File: config.mk
export PLATFORM = sky130hd
export DESIGN_NAME = qc_bank
export DESIGN_NICKNAME = d
export VERILOG_FILES = /design/src/rtl/qc_pkg.sv /design/src/rtl/qc_input_cond.sv /design/src/rtl/qc_channel.sv /design/src/rtl/qc_bank.sv
export SDC_FILE = /design/constraint.sdc
export NUM_CORES = 1
export LEC_CHECK = 0
export BUFFER_PORTS_ARGS = -buffer_cell sky130_fd_sc_hd__buf_2
export CAP_MARGIN = 20
export CELL_PAD_IN_SITES_DETAIL_PLACEMENT = 0
export CELL_PAD_IN_SITES_GLOBAL_PLACEMENT = 2
export CORE_MARGIN = 2
export CORE_UTILIZATION = 43
export DETAILED_ROUTE_END_ITERATION = 16
export GPL_TIMING_DRIVEN = 0
export PLACE_DENSITY = 0.91
export SYNTH_ARGS = -nofsm -noshare
export SYNTH_HDL_FRONTEND = slang
export SYNTH_SLANG_ARGS = --single-unit
File: constraint.sdc
create_clock -name clk -period 12.25 [get_ports clk]
set_input_delay 1.8375 -clock clk [delete_from_list [all_inputs] [get_ports clk]]
set_output_delay 1.8375 -clock clk [all_outputs]
set_load 0.01 [all_outputs]
File: src/rtl/qc_pkg.sv
package qc_pkg;

  localparam int SLICE_W = 8;

  typedef enum logic [1:0] {
    MODE_QUAD     = 2'd0,
    MODE_DIR_RISE = 2'd1,
    MODE_DIR_FALL = 2'd2,
    MODE_DIR_BOTH = 2'd3
  } qc_mode_e;

  typedef enum logic [1:0] {
    GATE_ALWAYS = 2'd0,
    GATE_NEVER  = 2'd1,
    GATE_IDX_LO = 2'd2,
    GATE_IDX_HI = 2'd3
  } qc_gate_e;

  typedef enum logic [2:0] {
    CLR_NONE     = 3'd0,
    CLR_HOLD     = 3'd1,
    CLR_IDX_LO   = 3'd2,
    CLR_IDX_HI   = 3'd3,
    CLR_IDX_RISE = 3'd4,
    CLR_IDX_FALL = 3'd5,
    CLR_IDX_ANY  = 3'd6,
    CLR_SPARE    = 3'd7
  } qc_clr_e;

  typedef struct packed {
    logic     filt;
    qc_clr_e  clr;
    qc_gate_e gate;
    qc_mode_e mode;
  } qc_ctrl_t;

endpackage

File: src/rtl/qc_input_cond.sv
module qc_input_cond #(
  parameter int STABLE = 4
) (
  input  logic clk,
  input  logic rst_n,
  input  logic din,
  input  logic filt_en,
  output logic q
);
  localparam int CW = $clog2(STABLE + 1);
  localparam logic [CW-1:0] LAST = CW'(STABLE - 1);

  logic s1, s2;
  logic [CW-1:0] run_q;

  always_ff @(posedge clk or negedge rst_n) begin
    if (!rst_n) begin
      s1    <= 1'b0;
      s2    <= 1'b0;
      q     <= 1'b0;
      run_q <= '0;
    end else begin
      s1 <= din;
      s2 <= s1;
      if (!filt_en) begin
        q     <= s2;
        run_q <= '0;
      end else if (s2 == q) begin
        run_q <= '0;
      end else if (run_q == LAST) begin
        q     <= s2;
        run_q <= '0;
      end else begin
        run_q <= run_q + 1'b1;
      end
    end
  end


  filt_hold_chk: assert property (@(posedge clk) disable iff (!rst_n)
    (filt_en && s2 == q) |=> $stable(q));

endmodule

File: src/rtl/qc_channel.sv
module qc_channel
  import qc_pkg::*;
#(
  parameter int CNT_W  = 32,
  parameter int STABLE = 4
) (
  input  logic             clk,
  input  logic             rst_n,
  input  qc_ctrl_t         ctl,
  input  logic             a_in,
  input  logic             b_in,
  input  logic             i_in,
  output logic [CNT_W-1:0] count,
  output logic             idx_lvl
);
  localparam int NSIG = 3;

  logic [NSIG-1:0] raw, cur, prv;
  assign raw = {i_in, b_in, a_in};

  for (genvar s = 0; s < NSIG; s++) begin : g_cond
    qc_input_cond #(.STABLE(STABLE)) i_cond (
      .clk    (clk),
      .rst_n  (rst_n),
      .din    (raw[s]),
      .filt_en(ctl.filt),
      .q      (cur[s])
    );
  end

  logic a_c, b_c, i_c, a_p, b_p, i_p;
  assign {i_c, b_c, a_c} = cur;
  assign {i_p, b_p, a_p} = prv;

  logic signed [1:0] step;
  logic pulse, gate_on, clr_hit;
  logic [CNT_W-1:0] count_q;

  always_comb begin
    step  = 2'sd0;
    pulse = 1'b0;
    if (ctl.mode == MODE_QUAD) begin
      unique case ({a_p, b_p, a_c, b_c})
        4'b0010, 4'b1011, 4'b1101, 4'b0100: step = 2'sd1;
        4'b0001, 4'b0111, 4'b1110, 4'b1000: step = -2'sd1;
        default:                            step = 2'sd0;
      endcase
    end else begin
      unique case (ctl.mode)
        MODE_DIR_RISE: pulse = a_c & ~a_p;
        MODE_DIR_FALL: pulse = ~a_c & a_p;
        default:       pulse = a_c ^ a_p;
      endcase
      if (pulse) step = b_c ? 2'sd1 : -2'sd1;
    end
  end

  always_comb begin
    unique case (ctl.gate)
      GATE_ALWAYS: gate_on = 1'b1;
      GATE_NEVER:  gate_on = 1'b0;
      GATE_IDX_LO: gate_on = ~i_c;
      default:     gate_on = i_c;
    endcase
  end

  always_comb begin
    unique case (ctl.clr)
      CLR_HOLD:     clr_hit = 1'b1;
      CLR_IDX_LO:   clr_hit = ~i_c;
      CLR_IDX_HI:   clr_hit = i_c;
      CLR_IDX_RISE: clr_hit = i_c & ~i_p;
      CLR_IDX_FALL: clr_hit = ~i_c & i_p;
      CLR_IDX_ANY:  clr_hit = i_c ^ i_p;
      default:      clr_hit = 1'b0;
    endcase
  end

  always_ff @(posedge clk or negedge rst_n) begin
    if (!rst_n) begin
      prv     <= '0;
      count_q <= '0;
    end else begin
      prv <= cur;
      if (clr_hit)
        count_q <= '0;
      else if (gate_on)
        count_q <= count_q + {{(CNT_W-2){step[1]}}, step};
    end
  end

  assign count   = count_q;
  assign idx_lvl = i_c;


  clr_wins_chk: assert property (@(posedge clk) disable iff (!rst_n)
    clr_hit |=> (count_q == '0));


  quad_illegal_chk: assert property (@(posedge clk) disable iff (!rst_n)
    (ctl.mode == MODE_QUAD && a_c != a_p && b_c != b_p && !clr_hit) |=> $stable(count_q));


  gate_off_chk: assert property (@(posedge clk) disable iff (!rst_n)
    (ctl.gate == GATE_NEVER && !clr_hit) |=> $stable(count_q));


  unit_step_chk: assert property (@(posedge clk) disable iff (!rst_n)
    !clr_hit |=> (count_q == $past(count_q) || count_q == $past(count_q) + 1'b1 ||
                  count_q == $past(count_q) - 1'b1));

endmodule

File: src/rtl/qc_bank.sv
module qc_bank
  import qc_pkg::*;
#(
  parameter int NCH    = 4,
  parameter int DW     = 32,
  parameter int AW     = 3,
  parameter int STABLE = 4
) (
  input  logic           clk,
  input  logic           rst_n,
  input  logic           reg_wr,
  input  logic [AW-1:0]  reg_addr,
  input  logic [DW-1:0]  reg_wdata,
  output logic [DW-1:0]  reg_rdata,
  input  logic [NCH-1:0] enc_a,
  input  logic [NCH-1:0] enc_b,
  input  logic [NCH-1:0] enc_idx
);
  localparam int CTRL_W = NCH * SLICE_W;
  localparam logic [AW-1:0] CTRL_ADDR = '0;

  logic [CTRL_W-1:0] ctrl_q;
  logic [DW-1:0]     cnt_arr [NCH];
  logic [NCH-1:0]    idx_lvl;
  logic [DW-1:0]     status_w, rd_mux;

  always_ff @(posedge clk or negedge rst_n) begin
    if (!rst_n)
      ctrl_q <= '0;
    else if (reg_wr && reg_addr == CTRL_ADDR)
      ctrl_q <= reg_wdata[CTRL_W-1:0];
  end

  for (genvar n = 0; n < NCH; n++) begin : g_ch
    qc_channel #(.CNT_W(DW), .STABLE(STABLE)) i_ch (
      .clk    (clk),
      .rst_n  (rst_n),
      .ctl    (qc_ctrl_t'(ctrl_q[n*SLICE_W +: SLICE_W])),
      .a_in   (enc_a[n]),
      .b_in   (enc_b[n]),
      .i_in   (enc_idx[n]),
      .count  (cnt_arr[n]),
      .idx_lvl(idx_lvl[n])
    );
  end

  always_comb begin
    status_w = '0;
    for (int n = 0; n < NCH; n++) status_w[n*SLICE_W] = idx_lvl[n];
  end

  always_comb begin
    rd_mux = '0;
    if (reg_addr == CTRL_ADDR) rd_mux = status_w;
    for (int n = 0; n < NCH; n++)
      if (reg_addr == AW'(n + 1)) rd_mux = cnt_arr[n];
  end

  always_ff @(posedge clk or negedge rst_n) begin
    if (!rst_n) reg_rdata <= '0;
    else        reg_rdata <= rd_mux;
  end


  rd_latency_chk: assert property (@(posedge clk) disable iff (!rst_n)
    (reg_addr == CTRL_ADDR) |=> (reg_rdata == $past(status_w)));

endmodule

==> results.json <==
{
  "fillCellCount": 3947,
  "peakVddDrop_v": 0.0001391,
  "die_x_um": 211.2,
  "power.share.combinational": 0.502,
  "p_int_mw": 2.695,
  "arrival_ps": 5370,
  "drv_slew": 0,
  "post-route-util": 0.4979,
  "power_mw": 4.808,
  "required_ps": 12740,
  "met1_usage": 0.3261,
  "final_layout_size_suffix_gt1_frac": 0.1017,
  "worst_slew_pin_slew_ps": 1044,
  "hold_depth": 0,
  "ys_types": 81,
  "die_y_um": 211.2,
  "vias": 15183,
  "use_met2": 0.3519,
  "max_cap_violations": 0,
  "port_buffers": 80,
  "drt_wl_total_mm": 49.58,
  "clkTransAtPathRegs_ps": 60,
  "hold_buffers": 0,
  "synth_edf_count": 0,
  "postLayoutCellArea_um2": 20980,
  "dpl.cell_count": 2632,
  "synth_area_um2": 18460,
  "root_buffer": "clkbuf_16",
  "fin_skew_ps": 24.39,
  "rows": 75,
  "ant_nets": 0,
  "drtPass1Iterations": 5,
  "clkSinkCount": 276,
  "area_delta_synth_final_pct": 13.64,
  "met3_usage": 0.03256,
  "fin_tns_setup_ps": 0,
  "avgSynthCellArea_um2": 9.222,
  "multi_input_area_um2": 11040,
  "core_area_um2": 42130,
  "ys_seq_elements": 276,
  "fin_nets": 2392,
  "reg2reg_depth": 16,
  "fin_ws_ps": 7366,
  "dieArea_um2": 44610,
  "start_util": 0.4382,
  "ios": 82,
  "power.switching_mw": 2.114,
  "grt_util_all_layers": 0.2284,
  "p_seq_frac": 0.281,
  "period_minus_slack_ps": 4884,
  "ys.flop_type": "dfrtp_1",
  "finalCritPeriodShare": 0.3987,
  "cp-start-kind": "flip-flop",
  "dpl.hpwl_mm": 37.76,
  "outcome": "finished, final reports clean",
  "grt_max_degree": 85,
  "cts_tree": "done",
  "cts-htree-levels": 2,
  "grt_pass1_vias": 14940,
  "crit_type": "reg -> reg",
  "leakage_nw": 10.12,
  "r2r_setup_slack_ps": 7370,
  "first_iter_violations": 958,
  "grt-ovfl-total": 0,
  "synth_async_sr_flop_share": 1.000,
  "worst_hold_path_type": "reg -> reg",
  "clk_latency_ps": 570,
  "timing.fmax_mhz": 204.8,
  "clock_path_buffers": 3,
  "slew-limit-headroom": 0.3043,
  "routed_via_density": 5.634,
  "whs_ps": 341.9,
  "seqCellArea_um2": 6907,
  "dp_slack_ps": 7423,
  "grt_pass1_wl_mm": 80.59,
  "netlist_instances": 2002,
  "place_congestion": 0.8952,
  "netSwitchingFraction": 0.4396,
  "pwr_density_cell_nw_per_um2": 229.2,
  "path_max_fanout": 18,
  "yosysSeqAreaShare": 0.3741,
  "postPlaceCellArea_um2": 19820,
  "rsz0062_at_grt": "no",
  "synth_fp_nets": 2264,
  "pwr-share-clk": 0.218,
  "remaining_drc_errors": 0,
  "cts_setup_buffers": 0,
  "cts-buffers-inserted": 35,
  "grt_busiest_layer": "met2",
  "setup_viol": 0,
  "yosys_warnings": 0,
  "final_cells": 2695,
  "crit_path_end_kind": "flip-flop",
  "antenna_found_initial": 3,
  "cts.repair.resized": 0,
  "wl_per_cell_um": 18.40,
  "finalHoldViolCount": 0
}
final cells by class:
class,count,share of cell area
diodes,2,0.0002386
plain buffers,79,0.01461
clock buffers,46,0.04706
clock inverters,15,0.008111
inverters,71,0.01270
multi-input cells,1576,0.5261
flip-flops and latches,276,0.3292
well taps,539,0.03215
repair buffers,91,0.02982
cells in the mapped netlist (11+ instances only):
cell	n	area [um2]
nand2b_1	19	118.9
o21ai_0	82	410.4
o211ai_1	13	97.59
inv_1	71	266.5
o21ai_1	17	85.08
mux2i_1	36	360.4
a22oi_1	35	262.8
nor2b_1	18	112.6
nand4_1	13	81.33
nand3_1	38	190.2
o21bai_1	12	90.09
mux2_2	22	247.7
dfrtp_1	276	6907
nand2_1	313	1175
xnor2_1	78	683.2
ha_1	208	2603
xor2_1	57	499.2
clkbuf_1	61	229.0
a211oi_1	25	187.7
a31oi_1	21	131.4
nor2_1	90	337.8
o22ai_1	38	237.7
o31ai_1	11	82.58
and3_1	17	106.4
nor3_1	18	90.09
a21oi_1	213	1066
a21o_1	50	375.4
path summary, 6_finish.rpt:
check / startpoint / to
worst min register to register: g_ch[1].i_ch.g_cond[1].i_cond.s1 / g_ch[1].i_ch.g_cond[1].i_cond.s2
max in group asynchronous: rst_n / g_ch[3].i_ch.g_cond[2].i_cond.s1
worst max-delay path: g_ch[3].i_ch.g_cond[0].i_cond.q / g_ch[3].i_ch.count[31]
worst min-delay path: g_ch[1].i_ch.g_cond[1].i_cond.s1 / g_ch[1].i_ch.g_cond[1].i_cond.s2
min in group asynchronous: rst_n / g_ch[0].i_ch.count[9]
worst max register to register: g_ch[3].i_ch.g_cond[0].i_cond.q / g_ch[3].i_ch.count[31]
critical path: stages, from the launching register on:
cell      delay (ps)
dfrtp_1          460
inv_1            150
ha_1             310
mux2_2           290
o31ai_4          510
buf_16           230
buf_8            170
ha_1             250
a211oi_1         270
o21ai_1          200
o311a_1          380
o31ai_1          430
a21oi_2          200
a311oi_2         300
xor2_1           140
or3_1            330
a21oi_1          150
routing by layer:
layer	vias up	share of wire	wire length, um
met5	-	0	0
met4	0	0.032	1603
met3	79	0.050	2467
met2	354	0.44	21590
met1	7293	0.48	23920
li1	7457	-	-
cell families (layout without fill, tap and decap cells):
family | after synthesis | after routing | share of synthesized area
adders and majority gates | 212 | 212 | 0.1453
buffers and inverters | 150 | 302 | 0.03104
xor gates and xnor gates | 135 | 135 | 0.06405
other | 0 | 2 | 0
muxes | 63 | 63 | 0.03904
and+or+nand+nor | 572 | 572 | 0.1410
AOI/OAI and AO/OA | 594 | 594 | 0.2055
DFF | 276 | 276 | 0.3741
state kept, by name, indices dropped and copies added (netlist names):
name,flops
g_ch.i_ch.g_cond.i_cond.s2,12
g_ch.i_ch.g_cond.i_cond.s1,12
ctrl_q,32
g_ch.i_ch.prv,12
g_ch.i_ch.g_cond.i_cond.run_q,36
reg_rdata,32
g_ch.i_ch.g_cond.i_cond.q,12
g_ch.i_ch.count,128
power groups by stage:
stage | registers, mW | logic (mW) | clock network [mW]
after floorplan | 1.29 | 1.78 | 0
after global placement | 1.36 | 2.28 | 0
after detailed placement | 1.37 | 2.39 | 0
after CTS | 1.35 | 2.40 | 1.08
after global routing | 1.38 | 2.72 | 1.11
final | 1.35 | 2.41 | 1.05
placed cells by master (no fill, tap or decap), types with 10 or more instances in the layout:
| cell type | count |
|---|---|
| nand3_1 | 38 |
| clkbuf_16 | 35 |
| nor2b_1 | 18 |
| a22oi_1 | 35 |
| ha_1 | 208 |
| buf_1 | 10 |
| o21bai_1 | 12 |
| o21ai_0 | 82 |
| a21oi_1 | 213 |
| nand2b_1 | 19 |
| nand2_1 | 313 |
| buf_2 | 87 |
| and4b_1 | 10 |
| xor2_1 | 57 |
| clkbuf_1 | 65 |
| and3_1 | 17 |
| o21ai_1 | 17 |
| o211ai_1 | 13 |
| nand4_1 | 13 |
| mux2i_1 | 36 |
| nor2_1 | 90 |
| a21o_1 | 50 |
| nor3_1 | 18 |
| o22ai_1 | 38 |
| a31oi_1 | 21 |
| xnor2_1 | 78 |
| a211oi_1 | 25 |
| mux2_2 | 22 |
| dfrtp_1 | 276 |
| inv_1 | 71 |
(Power assumes the default switching activity.)
